===== config.mk =====
export PLATFORM = sky130hd
export DESIGN_NAME = dmach_regs
export DESIGN_NICKNAME = d
export VERILOG_FILES = /design/src/rtl/dmach_pkg.sv /design/src/rtl/dmach_decode.sv /design/src/rtl/dmach_status.sv /design/src/rtl/dmach_ptr.sv /design/src/rtl/dmach_regs.sv
export SDC_FILE = /design/constraint.sdc
export NUM_CORES = 1
export LEC_CHECK = 0
export BUFFER_PORTS_ARGS = -buffer_cell sky130_fd_sc_hd__buf_4
export CELL_PAD_IN_SITES_DETAIL_PLACEMENT = 0
export CELL_PAD_IN_SITES_GLOBAL_PLACEMENT = 1
export CORE_ASPECT_RATIO = 2
export CORE_MARGIN = 2
export CORE_UTILIZATION = 41
export DETAILED_ROUTE_END_ITERATION = 10
export PLACE_DENSITY = 0.88
export SLEW_MARGIN = 20
export SYNTH_ARGS = -nofsm -noshare
export SYNTH_HDL_FRONTEND = slang
export SYNTH_SLANG_ARGS = --single-unit

===== constraint.sdc =====
create_clock -name clk -period 1.8 [get_ports clk]
set_input_delay 0.36 -clock clk [delete_from_list [all_inputs] [get_ports clk]]
set_output_delay 0.36 -clock clk [all_outputs]
set_load 0.02 [all_outputs]

===== src/rtl/dmach_pkg.sv =====
package dmach_pkg;
  localparam int ST_W = 16;
  localparam int DW   = 32;

  localparam int P_RUN   = 15;
  localparam int P_PAUSE = 14;
  localparam int P_FLUSH = 13;
  localparam int P_WAKE  = 12;
  localparam int P_DEAD  = 11;
  localparam int P_ACT   = 10;

  localparam logic [ST_W-1:0] WR_MASK = 16'hF0FF;

  localparam int OFS_CTL  = 0;
  localparam int OFS_STAT = 1;
  localparam int OFS_PTR  = 3;
  localparam int OFS_SEL0 = 4;
  localparam int NUM_SEL  = 3;

  typedef struct packed {
    logic [ST_W-1:0] st;
    logic            flush;
    logic            run;
  } ctl_res_t;

  // Masked merge followed by the derivation of active and dead.
  function automatic ctl_res_t ctl_apply(input logic [ST_W-1:0] old_st,
                                         input logic [DW-1:0]   wd);
    logic [ST_W-1:0] msk;
    logic [ST_W-1:0] s;
    ctl_res_t        r;
    msk = wd[31:16] & WR_MASK;
    s   = (wd[15:0] & msk) | (old_st & ~msk);
    if (s[P_WAKE]) s[P_ACT] = 1'b1;
    if (s[P_RUN]) begin
      s[P_ACT]  = 1'b1;
      s[P_DEAD] = 1'b0;
    end
    if (s[P_PAUSE]) s[P_ACT] = 1'b0;
    r.flush = 1'b0;
    if (old_st[P_RUN] && !s[P_RUN]) begin
      s[P_ACT]  = 1'b0;
      s[P_DEAD] = 1'b0;
      if (s[P_FLUSH]) begin
        r.flush    = 1'b1;
        s[P_FLUSH] = 1'b0;
      end
    end else begin
      r.flush = s[P_FLUSH];
    end
    r.st  = s;
    r.run = s[P_ACT];
    return r;
  endfunction

  function automatic logic [DW-1:0] ptr_align(input logic [DW-1:0] wd);
    return {wd[DW-1:4], 4'h0};
  endfunction
endpackage


===== src/rtl/dmach_decode.sv =====
module dmach_decode #(
  parameter int ADDR_W = 7,
  localparam int WIDX_W = ADDR_W - 2
) (
  input  logic              valid,
  input  logic              write,
  input  logic [ADDR_W-1:0] addr,
  input  logic [3:0]        be,
  output logic              acc_ok,
  output logic [WIDX_W-1:0] widx,
  output logic              wr_ctl,
  output logic              wr_ptr,
  output logic [dmach_pkg::NUM_SEL-1:0] wr_sel,
  output logic              rd_en
);
  import dmach_pkg::*;

  assign acc_ok = valid && (be == 4'hF);
  assign widx   = addr[ADDR_W-1:2];
  assign wr_ctl = acc_ok && write && (widx == WIDX_W'(OFS_CTL));
  assign wr_ptr = acc_ok && write && (widx == WIDX_W'(OFS_PTR));
  assign rd_en  = valid && !write;

  for (genvar i = 0; i < NUM_SEL; i++) begin : g_sel_dec
    assign wr_sel[i] = acc_ok && write && (widx == WIDX_W'(OFS_SEL0 + i));
  end
endmodule


===== src/rtl/dmach_status.sv =====
module dmach_status (
  input  logic                       clk,
  input  logic                       rst_n,
  input  logic                       wr_ctl,
  input  logic [dmach_pkg::DW-1:0]   wdata,
  output logic [dmach_pkg::ST_W-1:0] stat_q,
  output logic                       run_req,
  output logic                       flush_req
);
  import dmach_pkg::*;

  ctl_res_t nxt;
  assign nxt = ctl_apply(stat_q, wdata);

  always_ff @(posedge clk or negedge rst_n) begin
    if (!rst_n) begin
      stat_q    <= '0;
      run_req   <= 1'b0;
      flush_req <= 1'b0;
    end else begin
      run_req   <= wr_ctl && nxt.run;
      flush_req <= wr_ctl && nxt.flush;
      if (wr_ctl) stat_q <= nxt.st;
    end
  end
endmodule


===== src/rtl/dmach_ptr.sv =====
module dmach_ptr (
  input  logic                     clk,
  input  logic                     rst_n,
  input  logic                     wr_ptr,
  input  logic                     busy,
  input  logic [dmach_pkg::DW-1:0] wdata,
  output logic                     accept,
  output logic [dmach_pkg::DW-1:0] ptr_q,
  output logic                     fetch_req
);
  import dmach_pkg::*;

  assign accept = wr_ptr && !busy;

  always_ff @(posedge clk or negedge rst_n) begin
    if (!rst_n) begin
      ptr_q     <= '0;
      fetch_req <= 1'b0;
    end else begin
      fetch_req <= accept;
      if (accept) ptr_q <= ptr_align(wdata);
    end
  end
endmodule


===== src/rtl/dmach_regs.sv =====
module dmach_regs #(
  parameter int ADDR_W = 7
) (
  input  logic              clk,
  input  logic              rst_n,
  input  logic              bus_valid,
  input  logic              bus_write,
  input  logic [ADDR_W-1:0] bus_addr,
  input  logic [3:0]        bus_be,
  input  logic [31:0]       bus_wdata,
  output logic [31:0]       bus_rdata,
  output logic [15:0]       stat_o,
  output logic [31:0]       cmd_ptr_o,
  output logic [31:0]       intr_sel_o,
  output logic [31:0]       brch_sel_o,
  output logic [31:0]       wait_sel_o,
  output logic              fetch_req_o,
  output logic              run_req_o,
  output logic              flush_req_o
);
  import dmach_pkg::*;
  localparam int WIDX_W = ADDR_W - 2;

  logic              acc_ok_w;
  logic [WIDX_W-1:0] widx_w;
  logic              wr_ctl_w;
  logic              wr_ptr_w;
  logic [NUM_SEL-1:0] wr_sel_w;
  logic              rd_en_w;
  logic              busy_w;
  logic              ptr_accept_w;
  logic [DW-1:0]     sel_q [NUM_SEL];

  dmach_decode #(.ADDR_W(ADDR_W)) u_dec (
    .valid  (bus_valid),
    .write  (bus_write),
    .addr   (bus_addr),
    .be     (bus_be),
    .acc_ok (acc_ok_w),
    .widx   (widx_w),
    .wr_ctl (wr_ctl_w),
    .wr_ptr (wr_ptr_w),
    .wr_sel (wr_sel_w),
    .rd_en  (rd_en_w)
  );

  dmach_status u_stat (
    .clk       (clk),
    .rst_n     (rst_n),
    .wr_ctl    (wr_ctl_w),
    .wdata     (bus_wdata),
    .stat_q    (stat_o),
    .run_req   (run_req_o),
    .flush_req (flush_req_o)
  );

  assign busy_w = stat_o[P_RUN] || stat_o[P_ACT];

  dmach_ptr u_ptr (
    .clk       (clk),
    .rst_n     (rst_n),
    .wr_ptr    (wr_ptr_w),
    .busy      (busy_w),
    .wdata     (bus_wdata),
    .accept    (ptr_accept_w),
    .ptr_q     (cmd_ptr_o),
    .fetch_req (fetch_req_o)
  );

  for (genvar i = 0; i < NUM_SEL; i++) begin : g_sel
    always_ff @(posedge clk or negedge rst_n) begin
      if (!rst_n) sel_q[i] <= '0;
      else if (wr_sel_w[i]) sel_q[i] <= bus_wdata;
    end
  end

  assign intr_sel_o = sel_q[0];
  assign brch_sel_o = sel_q[1];
  assign wait_sel_o = sel_q[2];

  logic [DW-1:0] rd_mux;
  always_comb begin
    rd_mux = '0;
    if (acc_ok_w) begin
      case (widx_w)
        WIDX_W'(OFS_STAT):     rd_mux = {16'h0, stat_o};
        WIDX_W'(OFS_PTR):      rd_mux = cmd_ptr_o;
        WIDX_W'(OFS_SEL0):     rd_mux = sel_q[0];
        WIDX_W'(OFS_SEL0 + 1): rd_mux = sel_q[1];
        WIDX_W'(OFS_SEL0 + 2): rd_mux = sel_q[2];
        default:               rd_mux = '0;
      endcase
    end
  end

  always_ff @(posedge clk or negedge rst_n) begin
    if (!rst_n) bus_rdata <= '0;
    else if (rd_en_w) bus_rdata <= rd_mux;
  end
endmodule


==> implementation parameters <==
Parameter                              Value

Routing
  Post-route DRC violation count ... 0
  Detailed-route wire length per cell ... 21.8 um
  Drt total wl ... 22800 um
  Iteration-0 DRC Markers ... 233
  Post-detailed-route count of antenna-violating nets ... 0
  DRT Pass-1 Iters ... 4
  Vias per std cell ... 5.48
  Number of vias in the routed layout ... 5725

Min path
  Class of the tightest hold or removal check ... primary input to flip-flop

STA
  Hold WS ... 186 ps
  Largest clock skew in the final design ... 8.19 ps
  Crit path time final ... 1640 ps
  Final setup violating endpoints ... 0
  Remaining max-slew budget at the tightest pin ... 52.8%
  Number of hold-slack violations in the final timing report ... 0
  Highest clock frequency the design can meet ... 612 MHz
  Transition time of the tightest slew-check pin ... 705 ps
  Final slew viol count ... 0
  RSZ-0062 raised after global routing ... no
  Setup slack after layout ... 165 ps
  Setup total negative slack ... 0 ps
  Final cycle utilization of the critical path ... 90.8%

CTS
  CTS buffer count ... 17
  Clock tree buffer depth ... 2
  Number of buffers inserted by post-CTS setup repair ... 0
  Clock-pin slew of the registers on the worst-case setup and hold paths ... 70 ps
  Post-CTS Resized ... 0
  Skew-Pair Late Insertion Delay ... 420 ps
  Number of buffers inserted for hold repair after clock tree synthesis ... 1
  CTS sink cnt ... 172
  CTS H-tree lvls ... 4
  CTS tree ... yes
  Root buf cell ... sky130_fd_sc_hd__clkbuf_16

Worst setup path
  CP Capture Type ... flip-flop
  CP Data Required Time ... 2110 ps
  Type of origin of the critical path ... primary input
  Worst-path maximum fanout ... 11
  Arrival @ worst endpoint ... 1940 ps
  Critical setup path kind ... primary input to flip-flop

Yosys
  Prevailing post-synth register cell ... sky130_fd_sc_hd__dfrtp_1
  Syn Std Cell Area ... 7570 sq um
  Synthesized area per cell ... 13.3 sq um
  Synth warnings ... 0
  Proportion of netlist area held by the largest area contributor ... 56.9%
  Commonest cells in the netlist ... 172 x sky130_fd_sc_hd__dfrtp_1, 130 x sky130_fd_sc_hd__mux2_2, 29 x sky130_fd_sc_hd__mux2i_1
  #FFs+latches synth ... 172
  Number of synthesized flops with an enable pin ... 0
  Dominant cells by area after synthesis ... sky130_fd_sc_hd__dfrtp_1 57%, sky130_fd_sc_hd__mux2_2 19%, sky130_fd_sc_hd__mux2i_1 3.8%
  Dominant cell by count in the synthesized netlist ... sky130_fd_sc_hd__dfrtp_1
  Biggest area consumer among synthesized cells ... sky130_fd_sc_hd__dfrtp_1
  Netlist cell types ... 44
  Share of synthesized area occupied by flip-flops and latches ... 56.9%
  Instance count of the mapped netlist ... 568
  Ys async rst share ... 100%

Pwr
  Switching share of power ... 24.7%
  IR drop worst, VDD ... 526 uV
  Proportion of power drawn by the clock network ... 44.1%
  Cell-internal power ... 6.13 mW
  Relative contribution of combinational cells to total power ... 7.4%
  Power density relative to cell area ... 774 nW/um^2
  Reported net switching power ... 2.01 mW
  Power share of the sequential group ... 48.5%
  Power, Total ... 8.15 mW
  Leakage ... 5.40 nW

Place
  Number of buffers inserted by port buffering ... 216
  Pre-CTS WS ... -284 ps
  Final estimated routing congestion in global placement ... 0.861
  Half-perimeter wire length after placement ... 17000 um

Die
  Count of pins on the block boundary ... 226
  Area of the die ... 19600 sq um
  Initial core utilization ... 41.5%
  Rows ... 70
  Core region area ... 18200 sq um
  Horiz. Die Dim ... 100 um
  Die height ... 196 um

Global route
  First-pass GRT wire length ... 35000 um
  Vias in the first global route ... 6050
  Largest net degree at the start of global routing ... 49
  GRT Resource Usage Total ... 23.8%
  Initial antenna violation count ... 0
  Total global routing overflow ... 0

Layout
  Fill cell instance count of the final layout ... 1540
  Total Nets Final ... 863
  Diode insertion count for antenna repair ... 0
  Layout cells sized above 1 ... 54.0%
  Relative area change from synthesis to final layout ... 39.1%

Run
  Max Cap Viol ... 0

Run status
  Status ... finished clean
power groups by stage:
stage	sequential (mW)	combinational, mW	clock (mW)
2_1_floorplan	4.07	0.184	0
3_3_place_gp	4.02	0.603	0
3_5_place_dp	4.02	0.610	0
4_1_cts	3.95	0.614	3.64
5_1_grt	3.95	0.649	3.79
6_report	3.95	0.605	3.59
critical path, stage by stage:
cell and delay, ps:
sky130_fd_sc_hd__buf_4 130, sky130_fd_sc_hd__or3_1 480, sky130_fd_sc_hd__nor4b_4 340, sky130_fd_sc_hd__buf_4 240
sky130_fd_sc_hd__nand2_1 70, sky130_fd_sc_hd__mux2_1 300
per-layer routing:
metal,global-route usage [%],up-vias,routed length [um]
li1,-,2565,-
met1,26.8,2907,8450
met2,43.2,201,12600
met3,3.31,52,852
met4,11.5,0,911
met5,0,-,0
final cells by class:
type / count / area (sq um) / share of cell area [%]
multi-input cells: 358 / 3210 / 30.5
well taps: 216 / 270 / 2.57
flip-flops and latches: 172 / 4300 / 40.9
clock inverters: 13 / 131 / 1.25
repair buffers: 264 / 2160 / 20.5
clock buffers: 19 / 443 / 4.21
inverters: 3 / 11.3 / 0.107
cell usage in the layout, fill, tap and decap left out, types with 3 or more instances in the layout:
| cell type | n |
|---|---|
| sky130_fd_sc_hd__o21ai_0 | 18 |
| sky130_fd_sc_hd__nand2_1 | 26 |
| sky130_fd_sc_hd__clkbuf_16 | 17 |
| sky130_fd_sc_hd__buf_4 | 248 |
| sky130_fd_sc_hd__o221ai_1 | 9 |
| sky130_fd_sc_hd__a22o_1 | 5 |
| sky130_fd_sc_hd__nor2_1 | 24 |
| sky130_fd_sc_hd__inv_6 | 5 |
| sky130_fd_sc_hd__conb_1 | 7 |
| sky130_fd_sc_hd__nand2_2 | 4 |
| sky130_fd_sc_hd__a21oi_1 | 18 |
| sky130_fd_sc_hd__clkinv_4 | 3 |
| sky130_fd_sc_hd__mux2_1 | 8 |
| sky130_fd_sc_hd__mux2_4 | 33 |
| sky130_fd_sc_hd__buf_12 | 14 |
| sky130_fd_sc_hd__a32oi_1 | 10 |
| sky130_fd_sc_hd__inv_1 | 3 |
| sky130_fd_sc_hd__o22ai_1 | 4 |
| sky130_fd_sc_hd__dfrtp_1 | 172 |
| sky130_fd_sc_hd__mux2i_1 | 29 |
| sky130_fd_sc_hd__a22oi_1 | 27 |
| sky130_fd_sc_hd__mux2_2 | 103 |
through the flow:
| stage | instance area [sq um] | util, % | std cells |
|---|---|---|---|
| final | 10500 | 57.8 | 1045 |
| after CTS | 10500 | 57.8 | 1045 |
| after floorplan | 7790 | - | 574 |
| after detailed placement | 9950 | 54.6 | 1012 |
| after global routing | 10500 | 57.8 | 1045 |
| after global placement | 9950 | 54.6 | 1012 |
cell families (layout without fill, tap and decap cells):
group,after synthesis,count (layout),share of synthesized area [%]
AND/OR/NAND/NOR,80,80,5.77
flip-flops,172,172,56.9
buffers and inverters,44,299,2.99
multiplexers,173,173,25.5
AO/OA/AOI/OAI,98,98,8.86
other,1,7,0.0495
state kept, by name, indices dropped and copies added, names as in the netlist:
name and count:
u_stat.stat_q 13, u_ptr.ptr_q 28, intr_sel_o 32, u_ptr.fetch_req 1, bus_rdata 32, wait_sel_o 32, u_stat.run_req 1, brch_sel_o 32
u_stat.flush_req 1
final timing paths:
kind                                   start                 to  slack [ps]  cells after the start
setup / recovery                 bus_addr[5]  u_stat.stat_q[15]         160                      6
hold / removal                 bus_wdata[24]    u_ptr.ptr_q[24]         190                      2
setup reg to reg           u_stat.stat_q[15]    u_ptr.ptr_q[13]         290                      4
hold reg to reg                bus_rdata[26]      bus_rdata[26]         500                      2
max in group asynchronous              rst_n      wait_sel_o[7]         760                      3
min in group asynchronous              rst_n     intr_sel_o[28]         470                      2
Note: power is estimated with default switching activity, not from simulation.
